==> config.mk <==
export PLATFORM = sky130hd
export DESIGN_NAME = dmarq_serial_decoder
export DESIGN_NICKNAME = d
export VERILOG_FILES = /design/src/rtl/dmarq_pkg.sv /design/src/rtl/dmarq_line_rx.sv /design/src/rtl/dmarq_pend_tbl.sv /design/src/rtl/dmarq_serial_decoder.sv
export SDC_FILE = /design/constraint.sdc
export NUM_CORES = 1
export LEC_CHECK = 0
export BUFFER_PORTS_ARGS = -buffer_cell sky130_fd_sc_hd__buf_2
export CORE_UTILIZATION = 55
export DETAILED_ROUTE_END_ITERATION = 8
export PLACE_DENSITY = 0.79
export SLEW_MARGIN = 20
export SYNTH_ARGS = -nofsm -noshare
export SYNTH_HDL_FRONTEND = slang
export SYNTH_SLANG_ARGS = --single-unit
==> constraint.sdc <==
create_clock -name clk_i -period 1.4 [get_ports clk_i]
set_input_delay 0.21 -clock clk_i [delete_from_list [all_inputs] [get_ports clk_i]]
set_output_delay 0.21 -clock clk_i [all_outputs]
set_load 0.005 [all_outputs]
==> src/rtl/dmarq_pkg.sv <==
package dmarq_pkg;
  typedef enum logic [2:0] {
    RX_IDLE,
    RX_CHAN,
    RX_FLAG,
    RX_GAP,
    RX_HOLD
  } rx_state_e;
endpackage

==> src/rtl/dmarq_line_rx.sv <==
module dmarq_line_rx
  import dmarq_pkg::*;
#(
  parameter int CH_W       = 3,
  parameter int WIDE_FIRST = 5
) (
  input  logic            clk_i,
  input  logic            rst_i,
  input  logic            rq_n_i,
  output logic            evt_vld_o,
  output logic [CH_W-1:0] evt_ch_o,
  output logic            evt_act_o,
  output logic            evt_wide_o,
  output logic            frm_err_o
);
  localparam int CNT_W = (CH_W > 1) ? $clog2(CH_W) : 1;
  localparam logic [CNT_W-1:0] LAST_BIT = CNT_W'(CH_W - 1);

  rx_state_e        st_q;
  logic [CNT_W-1:0] cnt_q;
  logic [CH_W-1:0]  sh_q;

  always_ff @(posedge clk_i) begin
    if (rst_i) begin
      st_q       <= RX_IDLE;
      cnt_q      <= '0;
      sh_q       <= '0;
      evt_vld_o  <= 1'b0;
      evt_ch_o   <= '0;
      evt_act_o  <= 1'b0;
      evt_wide_o <= 1'b0;
      frm_err_o  <= 1'b0;
    end else begin
      evt_vld_o <= 1'b0;
      frm_err_o <= 1'b0;
      case (st_q)
        RX_IDLE: begin
          if (!rq_n_i) begin
            st_q  <= RX_CHAN;
            cnt_q <= '0;
          end
        end
        RX_CHAN: begin
          // channel bits arrive MSB first; high level reads as 1
          sh_q <= {sh_q[CH_W-2:0], rq_n_i};
          if (cnt_q == LAST_BIT) st_q <= RX_FLAG;
          else cnt_q <= cnt_q + 1'b1;
        end
        RX_FLAG: begin
          evt_vld_o  <= 1'b1;
          evt_ch_o   <= sh_q;
          evt_act_o  <= rq_n_i;
          evt_wide_o <= (sh_q >= CH_W'(WIDE_FIRST));
          st_q       <= RX_GAP;
        end
        RX_GAP: begin
          if (rq_n_i) begin
            st_q <= RX_IDLE;
          end else begin
            frm_err_o <= 1'b1;
            st_q      <= RX_HOLD;
          end
        end
        RX_HOLD: begin
          if (rq_n_i) st_q <= RX_IDLE;
        end
        default: st_q <= RX_IDLE;
      endcase
    end
  end

  AST_STROBE_SINGLE: assert property (@(posedge clk_i) disable iff (rst_i)
    evt_vld_o |=> !evt_vld_o);

  AST_ERR_AFTER_FRAME: assert property (@(posedge clk_i) disable iff (rst_i)
    frm_err_o |-> $past(evt_vld_o));

  AST_ERR_NOT_WITH_STROBE: assert property (@(posedge clk_i) disable iff (rst_i)
    !(frm_err_o && evt_vld_o));
endmodule

==> src/rtl/dmarq_pend_tbl.sv <==
module dmarq_pend_tbl #(
  parameter int N_LINES = 2,
  parameter int CH_W    = 3,
  localparam int N_CH   = 1 << CH_W
) (
  input  logic                    clk_i,
  input  logic                    rst_i,
  input  logic [N_LINES-1:0]      evt_vld_i,
  input  logic [N_LINES*CH_W-1:0] evt_ch_i,
  input  logic [N_LINES-1:0]      evt_act_i,
  input  logic [N_CH-1:0]         svc_clr_i,
  output logic [N_CH-1:0]         pend_o
);
  logic [N_CH-1:0] set_v;
  logic [N_CH-1:0] clr_v;

  always_comb begin
    set_v = '0;
    clr_v = svc_clr_i;
    for (int l = 0; l < N_LINES; l++) begin
      if (evt_vld_i[l]) begin
        if (evt_act_i[l]) set_v[evt_ch_i[l*CH_W +: CH_W]] = 1'b1;
        else              clr_v[evt_ch_i[l*CH_W +: CH_W]] = 1'b1;
      end
    end
  end

  for (genvar c = 0; c < N_CH; c++) begin : g_chan
    always_ff @(posedge clk_i) begin
      if (rst_i)         pend_o[c] <= 1'b0;
      else if (set_v[c]) pend_o[c] <= 1'b1;
      else if (clr_v[c]) pend_o[c] <= 1'b0;
    end
  end

  for (genvar l = 0; l < N_LINES; l++) begin : g_line_chk
    AST_ACTIVE_SETS: assert property (@(posedge clk_i) disable iff (rst_i)
      (evt_vld_i[l] && evt_act_i[l]) |=> pend_o[$past(evt_ch_i[l*CH_W +: CH_W])]);

    AST_ABANDON_CLEARS: assert property (@(posedge clk_i) disable iff (rst_i)
      (evt_vld_i[l] && !evt_act_i[l] && !set_v[evt_ch_i[l*CH_W +: CH_W]])
      |=> !pend_o[$past(evt_ch_i[l*CH_W +: CH_W])]);
  end

  AST_HOLD_QUIET: assert property (@(posedge clk_i) disable iff (rst_i)
    (evt_vld_i == '0 && svc_clr_i == '0) |=> $stable(pend_o));

  AST_RESET_EMPTY: assert property (@(posedge clk_i)
    (!rst_i && $past(rst_i)) |-> pend_o == '0);
endmodule

==> src/rtl/dmarq_serial_decoder.sv <==
module dmarq_serial_decoder #(
  parameter int N_LINES    = 2,
  parameter int CH_W       = 3,
  parameter int BM_CH      = 4,
  parameter int WIDE_FIRST = 5
) (
  input  logic                    clk_i,
  input  logic                    rst_i,
  input  logic [N_LINES-1:0]      rq_n_i,
  input  logic [(1<<CH_W)-1:0]    svc_clr_i,
  output logic [N_LINES-1:0]      evt_vld_o,
  output logic [N_LINES*CH_W-1:0] evt_ch_o,
  output logic [N_LINES-1:0]      evt_act_o,
  output logic [N_LINES-1:0]      evt_wide_o,
  output logic [N_LINES-1:0]      frm_err_o,
  output logic [(1<<CH_W)-1:0]    dma_req_o,
  output logic                    bm_req_o
);
  localparam int N_CH = 1 << CH_W;

  logic [N_CH-1:0] pend;

  for (genvar l = 0; l < N_LINES; l++) begin : g_rx
    dmarq_line_rx #(
      .CH_W       (CH_W),
      .WIDE_FIRST (WIDE_FIRST)
    ) i_rx (
      .clk_i      (clk_i),
      .rst_i      (rst_i),
      .rq_n_i     (rq_n_i[l]),
      .evt_vld_o  (evt_vld_o[l]),
      .evt_ch_o   (evt_ch_o[l*CH_W +: CH_W]),
      .evt_act_o  (evt_act_o[l]),
      .evt_wide_o (evt_wide_o[l]),
      .frm_err_o  (frm_err_o[l])
    );
  end

  dmarq_pend_tbl #(
    .N_LINES (N_LINES),
    .CH_W    (CH_W)
  ) i_pend (
    .clk_i     (clk_i),
    .rst_i     (rst_i),
    .evt_vld_i (evt_vld_o),
    .evt_ch_i  (evt_ch_o),
    .evt_act_i (evt_act_o),
    .svc_clr_i (svc_clr_i),
    .pend_o    (pend)
  );

  for (genvar c = 0; c < N_CH; c++) begin : g_route
    if (c == BM_CH) begin : g_bm
      assign dma_req_o[c] = 1'b0;
    end else begin : g_dma
      assign dma_req_o[c] = pend[c];
    end
  end
  assign bm_req_o = pend[BM_CH];

  AST_BM_OFF_DMA: assert property (@(posedge clk_i) disable iff (rst_i)
    bm_req_o |-> !dma_req_o[BM_CH]);
endmodule

# After elaboration in Yosys (flattened, before gate mapping)
# Cells that the tools add are included.
[word_totals]
inputBits = 12
wordCells = 123
register_bits = 38
[op_classes]
add_sub_neg = 2
eq_ne = 18
bitwise_logic = 5
muxes = 48
reduce_logical = 20
magnitude_cmp = 6
[op_table]
columns = ["op", "count"]
rows = [
  ["8-bit two-way mux", 8],
  ["3-bit case mux with 5 select lines", 2],
  ["3-bit two-way mux", 8],
  ["8-bit bitwise OR", 3],
  ["1-bit two-way mux", 22],
  ["2-bit nonzero test", 10],
  ["3-bit by 2-bit equality test with 1-bit output (second input constant)", 4],
  ["2-bit != test (second input constant)", 6],
  ["3-bit AND reduction", 4],
  ["3-bit by 4-bit less-than comparator with 1-bit output (second input constant)", 2],
  ["2-bit two-way mux", 4],
  ["2-bit case mux with 2 select lines", 2],
  ["1-bit demux with 3-bit select", 2],
  ["3-bit by 1-bit equality test with 1-bit output (second input constant)", 2],
  ["3-bit equality test (second input constant)", 2],
  ["3-bit by 1-bit >= comparator with 1-bit output (second input constant)", 2],
  ["3-bit >= comparator (second input constant)", 2],
  ["3-bit zero test", 2],
  ["2-bit by 1-bit adder with 2-bit output (second input constant)", 2],
  ["2-bit equality test (second input constant)", 2],
  ["2-bit by 1-bit != test with 1-bit output (second input constant)", 2],
  ["2-bit OR reduction", 2],
  ["1-bit logical AND", 2],
  ["1-bit inverter", 2],
]

# Longest topological paths before layout
# Gate-level depths: netlist of the first run.
[depth]
depth_word = 12
depth_mapped = 5
ltp_nobuf = 5

# Cells and area by module
# A second synthesis of the first run with hierarchy kept.
[unflattened]
hier_cells = 203
area_unflattened_um2 = 1958.1
[by_module_without_submodules]
columns = ["module", "seq_area_each_um2", "area_per_inst_um2", "instances", "cells_each"]
rows = [
  ["dmarq_line_rx", 300.3, 646.9, 2, 64],
  ["dmarq_pend_tbl", 160.2, 653.1, 1, 73],
  ["dmarq_serial_decoder", 0.0, 11.3, 1, 2],
]

# Worst setup path before layout of the first run
# No wires, ideal clock.
[synth_path]
path_kind = "register to register"
from = "register g_rx[0].i_rx.evt_ch_o[1]"
to = "register i_pend.pend_o[4]"
slack_ps = 96
t_arrival_ps = 1183
synth_period_minus_slack_ps = 1304
setup_ps = 122
required_time_ps = 1278
path_buffers = 1
path_stages_with_launch = 5
path_cell_list = "dfxtp_1 > buf_4 > and4bb_1 > or4_1 > o311a_1"
[synth_via]
elab_chain_len = 11
word_cells_on_any_way = 18
cone_classes = "order compare: 2; mux: 11; bitwise: 3; reduce/logical: 2"
[synth_rtl]
columns = ["item", "line_no", "rtl"]
rows = [
  ["start: declaration", "dmarq_line_rx.sv:11", "output logic [CH_W-1:0] evt_ch_o,"],
  ["start signal: assignment", "dmarq_line_rx.sv:51", "evt_ch_o <= sh_q;"],
  ["3-bit by 4-bit less-than comparator with 1-bit output (not written as such) or 3-bit by 1-bit >= comparator with 1-bit output (tied branches)", "dmarq_pend_tbl.sv:22, dmarq_pend_tbl.sv:23", ""],
  ["1-bit logical AND (not written as such)", "dmarq_pend_tbl.sv:22, dmarq_pend_tbl.sv:23", ""],
  ["1-bit two-way mux (not written as such)", "dmarq_pend_tbl.sv:22, dmarq_pend_tbl.sv:23", ""],
  ["1-bit demux with 3-bit select *", "n/a", ""],
  ["8-bit bitwise OR (no line)", "n/a", ""],
  ["8-bit two-way mux", "dmarq_pend_tbl.sv:22", "if (evt_act_i[l]) set_v[evt_ch_i[l*CH_W +: CH_W]] = 1'b1;"],
  ["8-bit two-way mux", "dmarq_pend_tbl.sv:21", "if (evt_vld_i[l]) begin"],
  ["8-bit bitwise OR (no line)", "n/a", ""],
  ["8-bit two-way mux", "dmarq_pend_tbl.sv:22", ""],
  ["8-bit two-way mux", "dmarq_pend_tbl.sv:21", ""],
  ["2-bit nonzero test (no line)", "n/a", ""],
  ["end signal: indexed assignment", "dmarq_pend_tbl.sv:30", "if (rst_i) pend_o[c] <= 1'b0;"],
  ["end signal: indexed assignment", "dmarq_pend_tbl.sv:31", "else if (set_v[c]) pend_o[c] <= 1'b1;"],
  ["end signal: indexed assignment", "dmarq_pend_tbl.sv:32", "else if (clr_v[c]) pend_o[c] <= 1'b0;"],
  ["end: declaration", "dmarq_pend_tbl.sv:12", "output logic [N_CH-1:0] pend_o"],
]
# Mark *: on every way between the ends. The rest lies on a longest branch, timed or not.
# A chain may end at the register's enable or synchronous reset.

# Worst setup path after layout of the first run
[layout_path]
from = "register g_rx[0].i_rx.cnt_q[0]"
to = "register g_rx[0].i_rx.cnt_q[0]"
[layout_via]
elab_chain_len = 3
word_cells_on_any_way = 6
cone_classes = "add/sub: 1; eq/ne: 2; mux: 2; reduce/logical: 1"
[layout_rtl]
columns = ["item", "line_no", "rtl"]
rows = [
  ["start: declaration", "dmarq_line_rx.sv:20", "logic [CNT_W-1:0] cnt_q;"],
  ["start signal: assignment", "dmarq_line_rx.sv:47", "else cnt_q <= cnt_q + 1'b1;"],
  ["2-bit by 1-bit adder with 2-bit output or 2-bit equality test (tied branches)", "dmarq_line_rx.sv:47, dmarq_line_rx.sv:46", ""],
  ["2-bit two-way mux or 2-bit != test (tied branches)", "n/a", ""],
  ["2-bit case mux with 2 select lines or 3-bit AND reduction (tied branches)", "n/a", ""],
]
# Parallel ways exist; a longest one is shown, timed or not. The select of a mux whose other input is x is not followed.

==> results of run 1 <==
## critical path: stages (launching register included)
cell and delay, ps:
dfxtp_2 350, inv_1 40, ha_1 210, mux2_2 300, o31ai_1 210, a21oi_1 90
## what timing repair did
| item | 4_1_cts | 5_1_grt |
|---|---|---|
| endpoints found under the hold margin | 0 | 0 |
| endpoints found under the setup margin | 0 | 7 |
| resized for setup | 0 | 4 |
| buffers inserted | 0 | 0 |
## area by class of cell
type,instances,area (um2),share of cell area (%)
repair buffers,52,307.8,13.74
flip-flops and latches,38,764.5,34.13
well taps,46,57.56,2.570
clock inverters,1,5.005,0.2235
inverters,9,33.78,1.508
multi-input cells,138,1016,45.36
clock buffers,7,55.05,2.458
## sequential cells by signal, summed over array words and instances, names as in the netlist
register	flops
g_rx.i_rx.evt_act_o	2
g_rx.i_rx.evt_ch_o	6
i_pend.pend_o	8
g_rx.i_rx.st_q	6
g_rx.i_rx.cnt_q	4
g_rx.i_rx.evt_wide_o	2
g_rx.i_rx.evt_vld_o	2
g_rx.i_rx.frm_err_o	2
g_rx.i_rx.sh_q	6
## cell usage after synthesis, drive strengths merged, types with 4 or more instances
cell type	count	area [um2]
a21oi	13	65.06
buf	22	143.9
clkbuf	5	20.01
dfxtp	38	760.7
inv	9	33.78
mux2i	15	150.1
nand2	6	22.52
nand2b	5	31.28
nand4b	5	43.79
nor2	18	67.56
nor2b	4	25.02
nor3	7	35.03
nor3b	8	98.84
nor4bb	4	40.04
## layer usage
layer  global-route usage (%)  up-vias
met5                        0        -
met4                    10.79        0
met3                    6.625        8
met2                    34.56       36
met1                    27.10      734
li1                         -      831
## logic make-up after synthesis
group	Yosys count	share of synthesized area [%]
buffers and inverters	36	10.04
adder cells (fa/ha/maj)	2	1.271
flip-flops	38	38.65
AND/OR/NAND/NOR	81	27.91
other	1	0.1905
multiplexers	17	8.773
AO/OA/AOI/OAI	37	13.16
## worst max-delay path by stage
| stage | startpoint | to | slack, ps | cells after the start |
|---|---|---|---|---|
| 2_1_floorplan | g_rx[0].i_rx.evt_ch_o[1]$_SDFFE_PP0P_ | i_pend.pend_o[4]$_SDFFE_PP0P_ | 100 | 4 |
| 3_3_place_gp | g_rx[1].i_rx.evt_ch_o[1]$_SDFFE_PP0P_ | i_pend.pend_o[2]$_SDFFE_PP0P_ | 100 | 3 |
| 3_5_place_dp | g_rx[1].i_rx.evt_ch_o[1]$_SDFFE_PP0P_ | i_pend.pend_o[2]$_SDFFE_PP0P_ | 60 | 3 |
| 4_1_cts | g_rx[1].i_rx.evt_ch_o[1]$_SDFFE_PP0P_ | i_pend.pend_o[2]$_SDFFE_PP0P_ | 50 | 3 |
| 5_1_grt | g_rx[0].i_rx.evt_ch_o[2]$_SDFFE_PP0P_ | i_pend.pend_o[0]$_SDFFE_PP0P_ | 10 | 4 |
| 6_report | g_rx[0].i_rx.cnt_q[0]$_SDFFE_PP0P_ | g_rx[0].i_rx.cnt_q[0]$_SDFFE_PP0P_ | 80 | 5 |
## where the power goes
group	internal [mW]	switching, mW
Combinational	0.0774	0.0747
Clock	0.244	0.363
Sequential	1.10	0.0227
Total	1.42	0.461
## through the flow
stage               utilization, %  hold WS, ps
floorplan                        -        285.8
global placement             64.01        455.7
detailed placement           64.01        456.7
CTS                          65.78        89.62
global route                 66.08        106.5
finish                       66.08        98.28
==> flow_summary_export.csv, run 1 <==
group,metric,value,unit
route,detail_route.drc_violations,0,
timing,setup_total_negative_slack,0,ps
route,drtAntennaViolNets,0,
yosys,mappedNetlistNets,226,
yosys,synth_enable_flop_cells,0,
cts,cts-buffers-inserted,5,
place,pre_cts_slack,57.63,ps
floorplanning,boundary_pins,35,
grt,grt_remaining_overflow,0,
layout,final_design_area_no_fill,2240,um2
min_path,hold-path-cell-count,2,
place,dpl.cell_count,283,
route,detail_route.iter0.violations,88,
yosys,synth-seq-area-share,38.65,%
status,run_status,"complete, no violations",
setup_path,crit-reg2reg-capture,"g_rx[0].i_rx.cnt_q[0]$_SDFFE_PP0P_",
timing,hold_violations,0,
grt,grt_pass1_vias,1393,
route,wire_per_inst,13.36,um
yosys,synth_area,1968,um2
layout,area_growth,13.80,%
route,drt_pre_antenna_iters,4,
setup_path,r2r-start,"g_rx[0].i_rx.cnt_q[0]$_SDFFE_PP0P_",
floorplanning,floorplan.die_area,3822,um2
place,hpwlAfterDp,2850,um
floorplanning,core.rowCount,21,
floorplanning,initial_core_util,58.07,%
place,place.gp.congestion,0.7880,
setup_path,setup.worst_path.end_class,"flop",
min_path,hold_end,"g_rx[1].i_rx.frm_err_o$_SDFF_PP0_",
grt,grt_overall_usage,21.87,%
power_and_ir_drop,powerDensity,841.6,nW/um2
yosys,synth.yosys.warnings,0,
cts,clock_latency,350,ps
power_and_ir_drop,static-leakage-power,0.8988,nW
timing,final-setup-viol-count,0,
grt,pin_count_of_the_biggest_net_entering_global_routing,17,
floorplanning,core_area,3390,um2
timing,setup_ws,83.34,ps
route,detailroute.wirelength.met2,1736,um
setup_path,ff2ff_path_depth,5,
timing,fin_crit_sh,94.05,%
setup_path,cp.arrival,1550,ps
layout,drive_gt1_share,28.57,%
yosys,number_of_distinct_library_cells_after_synthesis,52,
yosys,mean_instance_size_in_the_synthesized_netlist,9.284,um2
yosys,ys_ff_latch,38,
timing,fin_crit,1317,ps
grt,grt_first_pass_wirelength,6051,um
floorplanning,die-width,61.82,um
yosys,synthFlopType,"dfxtp_1",
job,count_of_maximum_capacitance_violations,0,
min_path,hold_class,"in -> reg",
timing,top_achievable_clock_speed,759.5,MHz
cts,cts_tree,"yes",
route,routed-via-count,1609,
route,drt-total-wl,3887,um
setup_path,path_max_fanout,4,
yosys,async_flop_share,0,%
route,met3_length,217,um
place,io_buffers,33,
timing,unrepaired_setup_endpoints_after_global_routing,"no",
route,vias_cell,5.529,
cts,cts_max_path_buffers,2,
route,top_signal_layer_used,"met4",
setup_path,startpoint_type,"flop",
cts,cts_sinks,38,
power_and_ir_drop,power.total,1.885,mW
yosys,netlist_instances,212,
layout,antenna_cells_inserted,0,
layout,final_common_cell,"dfxtp_1",
power_and_ir_drop,ir_drop_worst_vdd,0.6269,mV
min_path,hold_path.startpoint,"rq_n_i[1]",
cts,htree_num_levels,2,
floorplanning,floorplan.die.height,61.82,um
layout,final_cells,291,
timing,finalClockSkew,12.38,ps
layout,n_fill_cell,286,
cts,cts_hold_buffers,0,
cts,clock_tree.root_cell,"clkbuf_4",
timing,slew_viol_final,0,
cts,clk_pin_slew_worst_paths,110,ps
grt,grt_antenna_before_repair,0,
place,placement.cell_area,2170,um2
setup_path,crit_required,1630,ps
layout,nets,258,
route,met1_length,1854,um
setup_path,setup.worst_path.class,"reg -> reg",
setup_path,r2r_slack,80,ps
layout,mostFrequentLayoutCells,"dfxtp_1, buf_2, buf_4",
Note: power is estimated with default switching activity, not from simulation.
==> inputs of run 2 (changes only) <==
--- a/config.mk
+++ b/config.mk
@@ -5,10 +5,11 @@
 export SDC_FILE = /design/constraint.sdc
 export NUM_CORES = 1
 export LEC_CHECK = 0
+export ABC_AREA = 1
 export BUFFER_PORTS_ARGS = -buffer_cell sky130_fd_sc_hd__buf_2
-export CORE_UTILIZATION = 55
+export CORE_UTILIZATION = 54
 export DETAILED_ROUTE_END_ITERATION = 8
-export PLACE_DENSITY = 0.79
+export PLACE_DENSITY = 0.78
 export SLEW_MARGIN = 20
 export SYNTH_ARGS = -nofsm -noshare
 export SYNTH_HDL_FRONTEND = slang
==> run 2 against run 1 <==
Via count up 8.6%. Clock-buffer cell count down 1. Design area down 4.9%. Register-to-register slack better by 60 ps. Fmax up 4.4%. Highest routed layer unchanged. Critical path depth up 1. Clock power up 60%. Largest cell class unchanged. Global-route usage up 0.85 points. Sequential power up 32%. Hold slack better by 17 ps. Sequential share of layout area up 1.6 points.
==> flow_summary_export.csv, run 2 <==
group,metric,value,unit
setup_path,startpoint_type,"flop",
layout,final_cells,345,
layout,final_common_cell,"nand2_1",
route,routed-via-count,1748,
yosys,synth_common_cells,"nand2_1, nor2_1, dfxtp_1",
setup_path,critical_path.most_common_cell,"nor2_1",
floorplanning,initial_core_util,56.21,%
grt,grt_first_pass_wirelength,6072,um
layout,largest_register_ffs,8,
route,vias_cell,5.067,
setup_path,path_cells,"inv_1 > or2_2 > nor2_1 > nor2_1 > nor2_1 > nor2_1",
layout,antenna_cells_inserted,0,
cts,cts_tree,"yes",
floorplanning,floorplan.die_area,3713,um2
place,io_buffers,33,
cts,cts_sinks,38,
yosys,synth.yosys.warnings,0,
floorplanning,floorplan.die.height,60.94,um
route,detail_route.iter0.violations,134,
yosys,synth_area_leader_cell,"dfxtp_1",
cts,clock_tree.root_cell,"clkbuf_4",
yosys,ys_ff_latch,38,
setup_path,crit_required,1650,ps
layout,n_fill_cell,321,
timing,finalClockSkew,9.200,ps
route,drt-total-wl,3702,um
yosys,netlist_instances,270,
floorplanning,core_area,3337,um2
place,place.gp.congestion,0.8529,
yosys,async_flop_share,0,%
yosys,synth_top_area_share,40.56,%
min_path,hold_class,"in -> reg",
grt,grt_pass1_vias,1453,
yosys,mean_instance_size_in_the_synthesized_netlist,6.946,um2
timing,slew_viol_final,0,
power_and_ir_drop,powerDensity,1676,nW/um2
cts,ctsResizeCount,0,
setup_path,cp.arrival,1520,ps
layout,mostFrequentLayoutCells,"nand2_1, nor2_1, dfxtp_1",
floorplanning,boundary_pins,35,
place,hpwlAfterDp,2671,um
cts,cts_hold_buffers,0,
yosys,post-synth-top-count-cell,"nand2_1",
cts,clk_pin_slew_worst_paths,120,ps
timing,unrepaired_setup_endpoints_after_global_routing,"no",
setup_path,path_max_fanout,7,
setup_path,setup.worst_path.class,"reg -> reg",
grt,grt_antenna_before_repair,0,
timing,fin_worst_hold_slack,115.6,ps
yosys,post_synth_main_area_contributors,"dfxtp_1, nand2_1, nor2_1",
timing,fin_crit_sh,90.09,%
layout,area_growth,13.61,%
cts,cts_max_path_buffers,2,
setup_path,worst_path_max_delay_cell,"dfxtp_1",
grt,grt_remaining_overflow,0,
cts,cts-buffers-inserted,5,
layout,drive_gt1_share,19.06,%
timing,hold_violations,0,
power_and_ir_drop,static-leakage-power,0.9889,nW
power_and_ir_drop,ir_drop_worst_vdd,0.9931,mV
route,wire_per_inst,10.73,um
yosys,synth-seq-area-share,40.56,%
layout,top_register,"i_pend.pend_o",
route,drtAntennaViolNets,0,
floorplanning,die-width,60.94,um
layout,nets,312,
status,run_status,"complete, no violations",
grt,grt_overall_usage,22.71,%
route,detail_route.drc_violations,0,
setup_path,critPathTopFamily,"simple AND/OR/NAND/NOR gates",
timing,top_achievable_clock_speed,792.8,MHz
setup_path,critPathBufInv,1,
yosys,synth_enable_flop_cells,0,
cts,buffer_count_from_post_cts_setup_fixing,0,
setup_path,max_stage_delay,480,ps
yosys,synthFlopType,"dfxtp_1",
cts,clock_latency,350,ps
yosys,mappedNetlistNets,284,
setup_path,setup.worst_path.end_class,"flop",
timing,setup_total_negative_slack,0,ps
route,drt_pre_antenna_iters,4,
cts,htree_num_levels,2,
job,count_of_maximum_capacitance_violations,0,
timing,final-setup-viol-count,0,
timing,fin_crit,1261,ps
floorplanning,core.rowCount,21,
yosys,synth_area,1876,um2
yosys,number_of_distinct_library_cells_after_synthesis,28,
place,dpl.cell_count,337,
grt,pin_count_of_the_biggest_net_entering_global_routing,24,
run 2: stage by stage:
step / worst slack, ps / utilization (%) / area [um2] / power (mW)
CTS: 142.6 / 63.82 / 2130 / 3.589
global placement: 195.1 / 60.48 / 2018 / 2.578
detailed placement: 189.9 / 60.48 / 2018 / 2.606
finish: 138.7 / 63.85 / 2131 / 3.571
global route: 14.35 / 63.85 / 2131 / 3.878
floorplan: 288.7 / - / 1876 / 2.378
run 2: final timing paths:
check                                       startpoint                                    to  slack (ps)  cells past startpoint
hold / removal                            svc_clr_i[2]         i_pend.pend_o[2]$_SDFFE_PP0P_         120                      4
setup reg to reg     g_rx[0].i_rx.evt_vld_o$_SDFF_PP0_         i_pend.pend_o[0]$_SDFFE_PP0P_         140                      6
setup / recovery     g_rx[0].i_rx.evt_vld_o$_SDFF_PP0_         i_pend.pend_o[0]$_SDFFE_PP0P_         140                      6
hold reg to reg   g_rx[1].i_rx.evt_wide_o$_SDFFE_PP0P_  g_rx[1].i_rx.evt_wide_o$_SDFFE_PP0P_         480                      2
run 2: worst min-delay path, stage by stage:
cell and delay, ps:
buf_2 80, a21oi_1 30, nand3_1 60, a21oi_1 50
run 2: cell families (layout without fill, tap and decap cells):
kind of cell	count (synthesis)	after routing	synth area share [%]
flops	38	38	40.56
other cells	1	1	0.1999
buf+inv	51	80	12.27
simple gates	137	137	33.89
compound gates	41	41	11.74
fa+ha+maj	2	2	1.334
run 2: area by class of cell:
cell class | instances | area [um2] | share of cell area [%]
Multi-Input combinational cell | 181 | 884.6 | 41.52
Timing Repair Buffer | 34 | 172.7 | 8.103
Sequential cell | 38 | 762.0 | 35.76
Clock buffer | 6 | 51.30 | 2.408
Clock inverter | 2 | 60.06 | 2.819
Inverter | 38 | 142.6 | 6.694
Tap cell | 46 | 57.56 | 2.701
run 2: power breakdown:
group          internal (mW)  leakage, nW  switching [mW]
Combinational          0.396        0.621           0.710
Clock                  0.605       0.0585           0.369
Sequential              1.29        0.309           0.205
run 2: routing by layer:
metal	wire length, um	global-route usage [%]	vias to the layer above
li1	-	-	918
met1	1696	27.08	775
met2	1753	36.58	47
met3	165	6.823	8
met4	87	12.66	0
met5	0	0	-
==> inputs of run 3 (changes only) <==
--- a/config.mk
+++ b/config.mk
@@ -7,6 +7,7 @@
 export LEC_CHECK = 0
 export ABC_AREA = 1
 export BUFFER_PORTS_ARGS = -buffer_cell sky130_fd_sc_hd__buf_2
+export CORE_ASPECT_RATIO = 0.7
 export CORE_UTILIZATION = 54
 export DETAILED_ROUTE_END_ITERATION = 8
 export PLACE_DENSITY = 0.78
==> run 3 against run 2 <==
Die area about the same. Critical path depth decreased by 1. Register-to-register slack gained 50 ps. Fmax rose by 3.7%. Clock-buffer cell count rose by 1. Critical path type unchanged.
==> flow_summary_export.csv, run 3 (synthesis gave the netlist of run 2 again) <==
group,metric,value,unit
cts,buffer_count_from_post_cts_setup_fixing,0,
cts,cts_max_path_buffers,2,
layout,top_register,"i_pend.pend_o",
setup_path,setup.worst_path.end_class,"flop",
layout,antenna_cells_inserted,0,
setup_path,path_max_fanout,11,
layout,largest_register_ffs,8,
timing,top_achievable_clock_speed,822.3,MHz
floorplanning,die-width,72.44,um
setup_path,crit-reg2reg-capture,"g_rx[1].i_rx.evt_wide_o$_SDFFE_PP0P_",
route,wire_per_inst,10.94,um
timing,unrepaired_setup_endpoints_after_global_routing,"no",
place,hpwlAfterDp,2783,um
timing,finalClockSkew,4.031,ps
min_path,hold_end,"i_pend.pend_o[2]$_SDFFE_PP0P_",
route,routed-via-count,1702,
floorplanning,core.rowCount,17,
timing,setup_total_negative_slack,0,ps
route,drt-total-wl,3806,um
route,drt_pre_antenna_iters,4,
setup_path,max_stage_delay,360,ps
timing,fin_crit,1216,ps
route,drtAntennaViolNets,0,
floorplanning,core_area,3233,um2
layout,drive_gt1_share,18.94,%
cts,htree_num_levels,2,
place,place.gp.congestion,0.9439,
timing,hold_violations,0,
cts,ctsResizeCount,0,
power_and_ir_drop,powerDensity,1606,nW/um2
grt,pin_count_of_the_biggest_net_entering_global_routing,24,
floorplanning,initial_core_util,58.01,%
min_path,hold-path-cell-count,4,
grt,grt_remaining_overflow,0,
grt,grt_first_pass_wirelength,6230,um
cts,cts-buffers-inserted,5,
status,run_status,"complete, no violations",
timing,slew_viol_final,0,
cts,cts_tree,"yes",
floorplanning,boundary_pins,35,
power_and_ir_drop,static-leakage-power,0.9893,nW
setup_path,r2r-start,"g_rx[1].i_rx.st_q[2]$_SDFFE_PP0P_",
timing,final-setup-viol-count,0,
setup_path,critPathTopFamily,"simple AND/OR/NAND/NOR gates",
timing,fin_crit_sh,86.86,%
setup_path,setup.worst_path.class,"reg -> reg",
grt,grt_antenna_before_repair,0,
cts,cts_hold_buffers,0,
layout,final_cells,348,
setup_path,startpoint_type,"flop",
grt,grt_pass1_vias,1417,
setup_path,path_cells,"nor2_2 > nand2_1 > inv_1 > o211ai_1 > a21oi_1",
min_path,hold_path.startpoint,"svc_clr_i[2]",
layout,mostFrequentLayoutCells,"nand2_1, nor2_1, dfxtp_1",
floorplanning,floorplan.die.height,51.31,um
cts,clk_pin_slew_worst_paths,70,ps
place,dpl.cell_count,340,
setup_path,ff2ff_path_depth,5,
setup_path,cp.arrival,1450,ps
grt,grt_overall_usage,22.80,%
min_path,hold_class,"in -> reg",
floorplanning,floorplan.die_area,3717,um2
setup_path,worst_path_max_delay_cell,"dfxtp_1",
power_and_ir_drop,ir_drop_worst_vdd,0.9502,mV
route,detail_route.iter0.violations,115,
route,detail_route.drc_violations,0,
setup_path,critPathBufInv,1,
layout,nets,314,
cts,clock_latency,300,ps
job,count_of_maximum_capacitance_violations,0,
cts,cts_sinks,38,
setup_path,r2r_slack,180,ps
setup_path,crit_required,1630,ps
layout,final_core_util,65.75,%
place,io_buffers,33,
route,vias_cell,4.891,
layout,area_growth,13.34,%
layout,final_common_cell,"nand2_1",
cts,clock_tree.root_cell,"clkbuf_8",
-- run 3: metrics by stage --
stage	area [um2]	hold slack, ps	setup slack [ps]	total power, mW
after global placement	2034	455.3	199.7	2.610
after floorplan	1876	279.1	288.7	2.378
after CTS	2126	171.8	186.0	3.406
after global routing	2126	200.0	31.76	3.670
after detailed placement	2034	458.6	190.2	2.624
final	2126	173.0	184.0	3.413
-- run 3: routing by layer --
metal  share of wire [%]  GRT usage [%]
met3                 5.8          8.876
met5                   0              0
met2                  39          31.15
met1                  54          32.39
met4                 1.1          7.516
-- run 3: final cells by class --
type                            instances  area (um2)
Sequential cell                        38       760.7
Clock inverter                          1       5.005
Timing Repair Buffer                   36       187.7
Clock buffer                            7       86.33
Multi-Input combinational cell        181       884.6
Fill cell                             289        1107
Inverter                               38       142.6
Tap cell                               47       58.81
-- run 3: report_power, final --
part / switching, mW / internal (mW)
combinational: 0.730 / 0.407
clock: 0.403 / 0.398
sequential: 0.192 / 1.28
-- run 3: worst register-to-register path, delay by kind of cell, from the launching register on --
| family | cells | cell delay [ps] |
|---|---|---|
| buffers and inverters | 1 | 130 |
| AOI/OAI and AO/OA | 2 | 220 |
| DFF | 1 | 360 |
| and+or+nand+nor | 2 | 440 |
-- run 3: worst max-delay path by stage --
stage / startpoint / endpoint / slack [ps] / depth (start not counted)
2_1_floorplan: g_rx[0].i_rx.evt_vld_o$_SDFF_PP0_ / i_pend.pend_o[1]$_SDFFE_PP0P_ / 290 / 6
3_3_place_gp: g_rx[1].i_rx.st_q[2]$_SDFFE_PP0P_ / g_rx[1].i_rx.evt_ch_o[1]$_SDFFE_PP0P_ / 200 / 4
3_5_place_dp: g_rx[0].i_rx.st_q[1]$_SDFFE_PP0P_ / g_rx[0].i_rx.evt_ch_o[1]$_SDFFE_PP0P_ / 190 / 5
4_1_cts: g_rx[0].i_rx.st_q[1]$_SDFFE_PP0P_ / g_rx[0].i_rx.evt_ch_o[1]$_SDFFE_PP0P_ / 190 / 5
5_1_grt: g_rx[1].i_rx.evt_vld_o$_SDFF_PP0_ / i_pend.pend_o[3]$_SDFFE_PP0P_ / 30 / 6
6_report: g_rx[1].i_rx.st_q[2]$_SDFFE_PP0P_ / g_rx[1].i_rx.evt_wide_o$_SDFFE_PP0P_ / 180 / 5
